===== src/rtl/i2cm_pkg.sv =====
package i2cm_pkg;
  localparam int BYTE_W = 8;
  localparam logic [4:0] TEN_PREFIX = 5'b11110;

  typedef struct packed {
    logic clrBits;
    logic loadData;
  } ctrlStrobes_t;

  typedef enum logic [2:0] {
    S_IDLE,
    S_ADDR1,
    S_ADDR2,
    S_DATA,
    S_READ,
    S_IGNORE
  } matchState_t;
endpackage


===== src/rtl/i2cm_datapath.sv =====
module i2cm_datapath
  import i2cm_pkg::*;
#(
  parameter int SYNC_STAGES = 2
) (
  input  logic              clk,
  input  logic              rstN,
  input  logic              sclIn,
  input  logic              sdaIn,
  input  ctrlStrobes_t      ctrl,
  output logic              startDet,
  output logic              stopDet,
  output logic              byteDone,
  output logic              ackDone,
  output logic [BYTE_W-1:0] rxByte,
  output logic [BYTE_W-1:0] rxData,
  output logic              rxValid
);
  localparam int CNT_W = $clog2(BYTE_W + 2);
  localparam int NUM_LINES = 2;

  logic [NUM_LINES-1:0] rawLines;
  logic [NUM_LINES-1:0] syncLines;
  assign rawLines = {sclIn, sdaIn};

  // One synchronizer chain per bus line; the idle level of both lines is 1.
  for (genvar g = 0; g < NUM_LINES; g++) begin : gSync
    logic [SYNC_STAGES-1:0] chain;
    always_ff @(posedge clk or negedge rstN) begin
      if (!rstN) chain <= '1;
      else       chain <= {chain[SYNC_STAGES-2:0], rawLines[g]};
    end
    assign syncLines[g] = chain[SYNC_STAGES-1];
  end

  logic sclNow, sdaNow, sclPrev, sdaPrev;
  assign sclNow = syncLines[1];
  assign sdaNow = syncLines[0];

  always_ff @(posedge clk or negedge rstN) begin
    if (!rstN) begin
      sclPrev <= 1'b1;
      sdaPrev <= 1'b1;
    end else begin
      sclPrev <= sclNow;
      sdaPrev <= sdaNow;
    end
  end

  logic sclRise, sclFall;
  assign sclRise  = sclNow & ~sclPrev;
  assign sclFall  = ~sclNow & sclPrev;
  assign startDet = sclNow & sclPrev & sdaPrev & ~sdaNow;
  assign stopDet  = sclNow & sclPrev & ~sdaPrev & sdaNow;

  logic [CNT_W-1:0] bitCnt;
  logic [BYTE_W-1:0] shiftReg;

  always_ff @(posedge clk or negedge rstN) begin
    if (!rstN) begin
      bitCnt   <= '0;
      shiftReg <= '0;
    end else if (ctrl.clrBits) begin
      bitCnt <= '0;
    end else if (sclRise) begin
      if (bitCnt < CNT_W'(BYTE_W)) shiftReg <= {shiftReg[BYTE_W-2:0], sdaNow};
      if (bitCnt < CNT_W'(BYTE_W + 1)) bitCnt <= bitCnt + 1'b1;
    end else if (ackDone) begin
      bitCnt <= '0;
    end
  end

  assign byteDone = sclFall && (bitCnt == CNT_W'(BYTE_W));
  assign ackDone  = sclFall && (bitCnt == CNT_W'(BYTE_W + 1));
  assign rxByte   = shiftReg;

  always_ff @(posedge clk or negedge rstN) begin
    if (!rstN) begin
      rxData  <= '0;
      rxValid <= 1'b0;
    end else begin
      rxValid <= ctrl.loadData;
      if (ctrl.loadData) rxData <= shiftReg;
    end
  end
endmodule


===== src/rtl/i2cm_control.sv =====
module i2cm_control
  import i2cm_pkg::*;
#(
  parameter int ADDR_W = 10
) (
  input  logic              clk,
  input  logic              rstN,
  input  logic              tenBitMode,
  input  logic [ADDR_W-1:0] ownAddr,
  input  logic              startDet,
  input  logic              stopDet,
  input  logic              byteDone,
  input  logic              ackDone,
  input  logic [BYTE_W-1:0] rxByte,
  output ctrlStrobes_t      ctrl,
  output logic              sdaOe,
  output logic              busy,
  output logic              addrMatch,
  output logic              rwBit
);
  matchState_t state, nextState;
  logic tenMatched, tenNext;
  logic ackByte, setMatch, setRw, loadByte;
  logic headerOk;

  assign headerOk = (rxByte[7:3] == TEN_PREFIX) && (rxByte[2:1] == ownAddr[9:8]);

  always_comb begin
    nextState = state;
    ackByte   = 1'b0;
    setMatch  = 1'b0;
    setRw     = rwBit;
    loadByte  = 1'b0;
    tenNext   = tenMatched;
    case (state)
      S_ADDR1: begin
        if (!tenBitMode) begin
          if (rxByte[7:1] == ownAddr[6:0]) begin
            ackByte   = 1'b1;
            setMatch  = 1'b1;
            setRw     = rxByte[0];
            nextState = rxByte[0] ? S_READ : S_DATA;
          end else begin
            nextState = S_IGNORE;
          end
        end else if (headerOk && !rxByte[0]) begin
          ackByte   = 1'b1;
          setRw     = 1'b0;
          nextState = S_ADDR2;
        end else if (headerOk && tenMatched) begin
          ackByte   = 1'b1;
          setMatch  = 1'b1;
          setRw     = 1'b1;
          nextState = S_READ;
        end else begin
          nextState = S_IGNORE;
        end
      end
      S_ADDR2: begin
        if (rxByte == ownAddr[7:0]) begin
          ackByte   = 1'b1;
          setMatch  = 1'b1;
          tenNext   = 1'b1;
          nextState = S_DATA;
        end else begin
          nextState = S_IGNORE;
        end
      end
      S_DATA: begin
        ackByte  = 1'b1;
        loadByte = 1'b1;
      end
      default: ;
    endcase
    if (nextState == S_IGNORE) tenNext = 1'b0;
  end

  assign ctrl.clrBits  = startDet | stopDet;
  assign ctrl.loadData = byteDone & loadByte;

  always_ff @(posedge clk or negedge rstN) begin
    if (!rstN) begin
      state      <= S_IDLE;
      busy       <= 1'b0;
      addrMatch  <= 1'b0;
      rwBit      <= 1'b0;
      tenMatched <= 1'b0;
      sdaOe      <= 1'b0;
    end else if (stopDet) begin
      state      <= S_IDLE;
      busy       <= 1'b0;
      addrMatch  <= 1'b0;
      tenMatched <= 1'b0;
      sdaOe      <= 1'b0;
    end else if (startDet) begin
      state     <= S_ADDR1;
      busy      <= 1'b1;
      addrMatch <= 1'b0;
      sdaOe     <= 1'b0;
    end else if (byteDone) begin
      state      <= nextState;
      addrMatch  <= addrMatch | setMatch;
      rwBit      <= setRw;
      tenMatched <= tenNext;
      sdaOe      <= ackByte;
    end else if (ackDone) begin
      sdaOe <= 1'b0;
    end
  end
endmodule


===== src/rtl/i2c_addr_match.sv =====
module i2c_addr_match
  import i2cm_pkg::*;
#(
  parameter int SYNC_STAGES = 2,
  parameter int ADDR_W      = 10
) (
  input  logic              clk,
  input  logic              rstN,
  input  logic              sclIn,
  input  logic              sdaIn,
  input  logic              tenBitMode,
  input  logic [ADDR_W-1:0] ownAddr,
  output logic              sdaOe,
  output logic              busy,
  output logic              startPulse,
  output logic              stopPulse,
  output logic              addrMatch,
  output logic              rwBit,
  output logic [BYTE_W-1:0] rxData,
  output logic              rxValid
);
  ctrlStrobes_t ctrl;
  logic startDet, stopDet, byteDone, ackDone;
  logic [BYTE_W-1:0] rxByte;

  i2cm_datapath #(.SYNC_STAGES(SYNC_STAGES)) u_dp (
    .clk(clk), .rstN(rstN), .sclIn(sclIn), .sdaIn(sdaIn), .ctrl(ctrl),
    .startDet(startDet), .stopDet(stopDet), .byteDone(byteDone),
    .ackDone(ackDone), .rxByte(rxByte), .rxData(rxData), .rxValid(rxValid)
  );

  i2cm_control #(.ADDR_W(ADDR_W)) u_ctl (
    .clk(clk), .rstN(rstN), .tenBitMode(tenBitMode), .ownAddr(ownAddr),
    .startDet(startDet), .stopDet(stopDet), .byteDone(byteDone),
    .ackDone(ackDone), .rxByte(rxByte), .ctrl(ctrl), .sdaOe(sdaOe),
    .busy(busy), .addrMatch(addrMatch), .rwBit(rwBit)
  );

  assign startPulse = startDet;
  assign stopPulse  = stopDet;
endmodule


===== config.mk =====
export PLATFORM = sky130hd
export DESIGN_NAME = i2c_addr_match
export DESIGN_NICKNAME = d
export VERILOG_FILES = /design/src/rtl/i2cm_pkg.sv /design/src/rtl/i2cm_datapath.sv /design/src/rtl/i2cm_control.sv /design/src/rtl/i2c_addr_match.sv
export SDC_FILE = /design/constraint.sdc
export NUM_CORES = 1
export LEC_CHECK = 0
export BUFFER_PORTS_ARGS = -buffer_cell sky130_fd_sc_hd__buf_4
export CORE_AREA = 3 3 67 69
export CTS_BUF_LIST = sky130_fd_sc_hd__clkbuf_4
export DETAILED_ROUTE_END_ITERATION = 10
export DIE_AREA = 0 0 70 72
export PLACE_DENSITY = 0.72
export SLEW_MARGIN = 15
export SYNTH_ARGS = -nofsm -noshare
export SYNTH_HDL_FRONTEND = slang
export SYNTH_SLANG_ARGS = --single-unit

===== constraint.sdc =====
create_clock -name clk -period 3.58 [get_ports clk]
set_input_delay 0.537 -clock clk [delete_from_list [all_inputs] [get_ports clk]]
set_output_delay 0.537 -clock clk [all_outputs]
set_load 0.02 [all_outputs]

; ---- Word level (Yosys, flattened, before mapping)
; Index checks and enable logic that the tools add are counted.
[op_classes]
add_sub_neg = 1
magnitude_cmp = 2
n_eq_ne = 13
muxes = 43
bitwise = 17
n_reduce_logical = 18
[op_table]
columns = operator, n
row1 = $mux W1, 28
row2 = $mux W3, 8
row3 = $mux W4, 4
row4 = $reduce_bool A3 Y1, 4
row5 = $and A1 B1 Y1, 8
row6 = $eq A4 B4 Y1 const B, 2
row7 = $eq A8 B8 Y1, 1
row8 = $lt A4 B4 Y1 const B, 2
row9 = $eq A7 B7 Y1, 1
row10 = $not A1 Y1, 7
row11 = $eq A3 B2 Y1 const B, 2
row12 = $pmux W3 S2, 1
row13 = $reduce_and A6 Y1, 1
row14 = $reduce_bool A2 Y1, 3
row15 = $eq A5 B5 Y1 const B, 1
row16 = $logic_and A1 B1 Y1, 5
row17 = $add A4 B1 Y4 const B, 1
row18 = $reduce_and A4 Y1, 1
row19 = $reduce_bool A4 Y1, 1
row20 = $eq A3 B1 Y1 const B, 1
row21 = $eq A3 B3 Y1 const B, 1
row22 = $ne A3 B1 Y1 const B, 1
row23 = $ne A3 B3 Y1 const B, 1
row24 = $pmux W1 S3, 1
row25 = other kinds (7), 8
[totals]
register_bits = 35
inputBits = 15
output_inout_bits = 15
word_cells = 108

; ---- Longest topological paths before layout
[depth]
depth_word = 12
mapped_depth = 8
mapped_depth_nobuf = 8

; ---- Cells and area by module
; A second synthesis with hierarchy kept.
[hier_totals]
hier_cells = 166
area_unflattened_um2 = 1914.3
[modules_own_cells]
columns = module, instances, cells_each, area_each_um2
row1 = i2cm_datapath, 1, 78, 1186.1
row2 = i2cm_control, 1, 88, 728.2

; ---- Worst setup path before layout
; No wires, ideal clock.
[synth_path]
path_kind = in2reg
startpoint = input ownAddr[9]
endpoint = register u_ctl.state[1]
setup_ps = 69
arrival_ps = 1730
setup_slack_ps = 1781
path_stages = 6
path_buffers = 0
cell_sequence = xor2_1 -> or4_4 -> a21oi_2 -> a21oi_1 -> a211o_1 -> nand3_1
[synth_between]
elab_chain_cells = 9
[synth_lines]
columns = item, line
row1 = "start, declared", i2c_addr_match.sv:12  ; input logic [ADDR_W-1:0] ownAddr,
row2 = $eq A2 B2 Y1, i2cm_control.sv:26  ; assign headerOk = (rxByte[7:3] == TEN_PREFIX) && (rxByte[2:1] == ownAddr[9:8]);
row3 = $logic_and A1 B1 Y1, i2cm_control.sv:26
row4 = $logic_and A1 B1 Y1, i2cm_control.sv:46  ; end else if (headerOk && !rxByte[0]) begin
row5 = $mux W3, i2cm_control.sv:46
row6 = $mux W3, i2cm_control.sv:37  ; if (!tenBitMode) begin
row7 = $pmux W3 S2, i2cm_control.sv:35  ; case (state)
row8 = $mux W3, i2cm_control.sv:100  ; end else if (byteDone) begin
row9 = $mux W3, i2cm_control.sv:95  ; end else if (startDet) begin
row10 = $mux W3, i2cm_control.sv:89  ; end else if (stopDet) begin
row11 = "end signal, assigned", i2cm_control.sv:101  ; state <= nextState;
row12 = "end, declared", i2cm_control.sv:21  ; matchState_t state, nextState;
; Every way passes these cells. The select of a mux whose other input is x is not followed.
; A chain may end at the register's enable or synchronous reset.

==> out/results.ini <==
[floorplanning]
rows = 23
io_pins = 30
die-area_sq_um = 5040
coreArea_sq_um = 3971
dieWidth_um = 70
start_util = 0.4493
fp.dieH_um = 72

[routing]
drc = 0
viasPerCell = 5.135
wl_per_cell_um = 13.52
vias = 1366
drt-initial-drc-count = 88
totalWireLength_um = 3596
antenna_left = 0
drtPass1Iterations = 4

[place]
hpwl_um = 2654
routabilityCongestion = 0.8097
placedCellCount = 258
port-buffer-count = 29
placed_cell_area_sq_um = 2044

[critical_path]
crit_path_start_kind = flip-flop
cp_slowest_cell = nor4_2
cp_max_fo = 9
arrival_ps = 2460
critPathCaptureType = flip-flop
critical_path_class = reg -> reg
worstPathCellList = inv_1 -> ha_1 -> inv_1 -> nor4_2 -> nand3_1 -> clkinv_1 -> nand2_1 -> nand2_1
cpPeakStageDelay_ps = 470
crit_required_ps = 3870

[final_layout]
instances_no_fill = 266
final_cell_mix = nand2_1, buf_4, dfrtp_1
nNetsFinal = 233
mostFrequentLayoutCell = nand2_1
diodes = 0
drive_gt1_frac = 0.2593
syn2layout_area_growth_pct = 17.60
fin_area_sq_um = 2098

[sta]
hold_viol = 0
drv_slew = 0
skew_ps = 13.73
fmax_ghz = 0.4610
setup_viol = 0
setup_tns_ps = 0
slew_headroom = 0.5393
period_share = 0.6059
rsz0062_at_grt = no
worst_pin_slew_ps = 688.5
period_minus_slack_ps = 2169

[logic_synthesis]
synth_fa_ha_area_frac = 0.02104
synth_xor_area_frac = 0.09818
post_synth_instance_area_sq_um = 1784
synthMuxAreaShare = 0.05049
post_synth_inst_count = 184
ys_ff_latch = 35
synth.distinct_cells = 36
synth_top_family_by_area = simple AND/OR/NAND/NOR gates
synth_nets = 202
ys_seq_area_frac = 0.4951
synth_warnings = 0
synth_compound_area_frac = 0.09607
synth_simple_gate_area_share = 0.2132
syn_area_per_cell_sq_um = 9.697

[outcome]
status = completed

[run]
maxCapViolCount = 0

[grt]
antenna_found_initial = 0
grt_max_degree = 36
grt_pass1_wl_um = 6127
track_usage = 0.1554
grt_overflow = 0
grt_pass1_vias = 1321

[clock_network]
cts_hold_buf = 0
post_cts_resize_count = 0
cts_tree = yes
cts_root_buffer = clkbuf_4
cts_made_buffers = 5
cts_setup_buffers = 0
clock_latency_ps = 340
cts_sinks = 35
clk_pin_slew_worst_paths_ps = 110
clock_path_buffers = 2
h-tree-depth = 2

[power]
ir_drop_mv = 0.2523
p_switching_w = 0.0003117
clockPowerShare = 0.224
leakagePower_nw = 0.9701
switching_share = 0.3283
power.density_nw_per_um2 = 452.5
internal_power_w = 0.0006377
power_frac_comb = 0.213
p_seq_frac = 0.563

[worst_hold_path]
min_path_type = in -> async

[flip-flops by register name, summed over array words and instances, names as in the netlist]
name,flops
u_ctl.state,3
u_ctl.rwBit,1
u_dp.sdaPrev,1
u_dp.gSync.chain,4
u_dp.bitCnt,4
u_dp.rxValid,1
u_dp.rxByte,8
u_ctl.tenMatched,1
u_ctl.busy,1
u_dp.sclPrev,1
u_ctl.addrMatch,1
u_ctl.sdaOe,1
u_dp.rxData,8
[per-layer routing]
layer / global-route usage / vias up / wire (um)
li1: - / 684 / -
met1: 0.2023 / 650 / 1648
met2: 0.2424 / 24 / 1716
met3: 0.04848 / 8 / 161
met4: 0.06383 / 0 / 69
met5: 0 / - / 0
[power groups by stage]
| stage | combinational, W | sequential [W] | clock, W |
|---|---|---|---|
| after CTS | 0.000205 | 0.000534 | 0.000222 |
| after global placement | 0.000199 | 0.000538 | 0 |
| final | 0.000202 | 0.000534 | 0.000213 |
| after floorplan | 0.000170 | 0.000507 | 0 |
| after detailed placement | 0.000204 | 0.000542 | 0 |
| after global routing | 0.000228 | 0.000546 | 0.000244 |
[critical path, delay by kind of cell, from the launching register on]
family	cells	cell delay (ps)
and+or+nand+nor	4	1070
DFF	1	450
buffers and inverters	3	450
adders and majority gates	1	150
[per-stage QoR]
step | power, W | util | setup WS [ps] | hold WS [ps]
floorplan | 0.0006769 | - | 1781 | 241.4
CTS | 0.0009614 | 0.5284 | 1425 | 123.3
global route | 0.001018 | 0.5284 | 1188 | 130.6
global placement | 0.0007369 | 0.5148 | 1542 | 346.4
finish | 0.0009494 | 0.5284 | 1411 | 114.5
detailed placement | 0.0007463 | 0.5148 | 1438 | 346.8
[final cells by class]
cell class / instances / area, sq um
repair buffers: 29 / 217.7
clock inverters: 2 / 8.758
flip-flops and latches: 35 / 883.3
fillers: 382 / 1873
well taps: 50 / 62.56
clock buffers: 6 / 45.04
inverters: 7 / 26.28
multi-input cells: 137 / 854.6
[cell families after synthesis]
family,count (synthesis)
buf+inv,12
xor+xnor,20
flops,35
fa+ha+maj,3
simple gates,81
mux,8
compound gates,25
[synthesized netlist by cell type]
| cell type | n | area [sq um] |
|---|---|---|
| xnor2_1 | 8 | 70.07 |
| or2_2 | 1 | 6.260 |
| buf_2 | 1 | 5.000 |
| dfrtp_1 | 29 | 725.7 |
| nor3_1 | 5 | 25.02 |
| xor2_1 | 12 | 105.1 |
| a211o_1 | 1 | 8.760 |
| o21a_1 | 2 | 15.01 |
| o21ai_4 | 1 | 16.27 |
| a211oi_1 | 1 | 7.510 |
| nand2_1 | 35 | 131.4 |
| o211ai_1 | 1 | 7.510 |
| nand4_1 | 3 | 18.77 |
| a21oi_2 | 1 | 8.760 |
| a22o_1 | 1 | 8.760 |
| ha_1 | 3 | 37.54 |
| clkinv_1 | 1 | 3.750 |
| clkbuf_1 | 4 | 15.01 |
| nand2b_1 | 3 | 18.77 |
| mux2_2 | 8 | 90.09 |
| a31o_2 | 1 | 8.760 |
| nor4_1 | 2 | 12.51 |
| nor4_2 | 1 | 12.51 |
| nor3b_1 | 2 | 15.01 |
| a31oi_1 | 2 | 12.51 |
| nand3_1 | 9 | 45.04 |
| inv_1 | 6 | 22.52 |
| dfstp_2 | 6 | 157.7 |
| a41oi_1 | 2 | 17.52 |
| nor2b_1 | 4 | 25.02 |
| a21oi_1 | 3 | 15.01 |
| and3_1 | 1 | 6.260 |
| nor2_1 | 14 | 52.55 |
| o21ai_1 | 1 | 5.000 |
| o21ai_0 | 8 | 40.04 |
| or4_4 | 1 | 11.26 |
[final timing paths]
path | cells past startpoint | end | slack, ps | start
setup / recovery | 8 | u_dp.rxData[0] | 1410 | u_dp.bitCnt[0]
hold / removal | 1 | u_dp.rxData[2] | 110 | rstN
setup reg to reg | 8 | u_dp.rxData[0] | 1410 | u_dp.bitCnt[0]
hold reg to reg | 0 | u_dp.gSync[1].chain[1] | 360 | u_dp.gSync[1].chain[0]
max in group asynchronous | 1 | u_dp.sdaPrev | 3100 | rstN
min in group clk | 1 | u_dp.gSync[1].chain[0] | 300 | sclIn
Power figures use the tool's default switching activity.
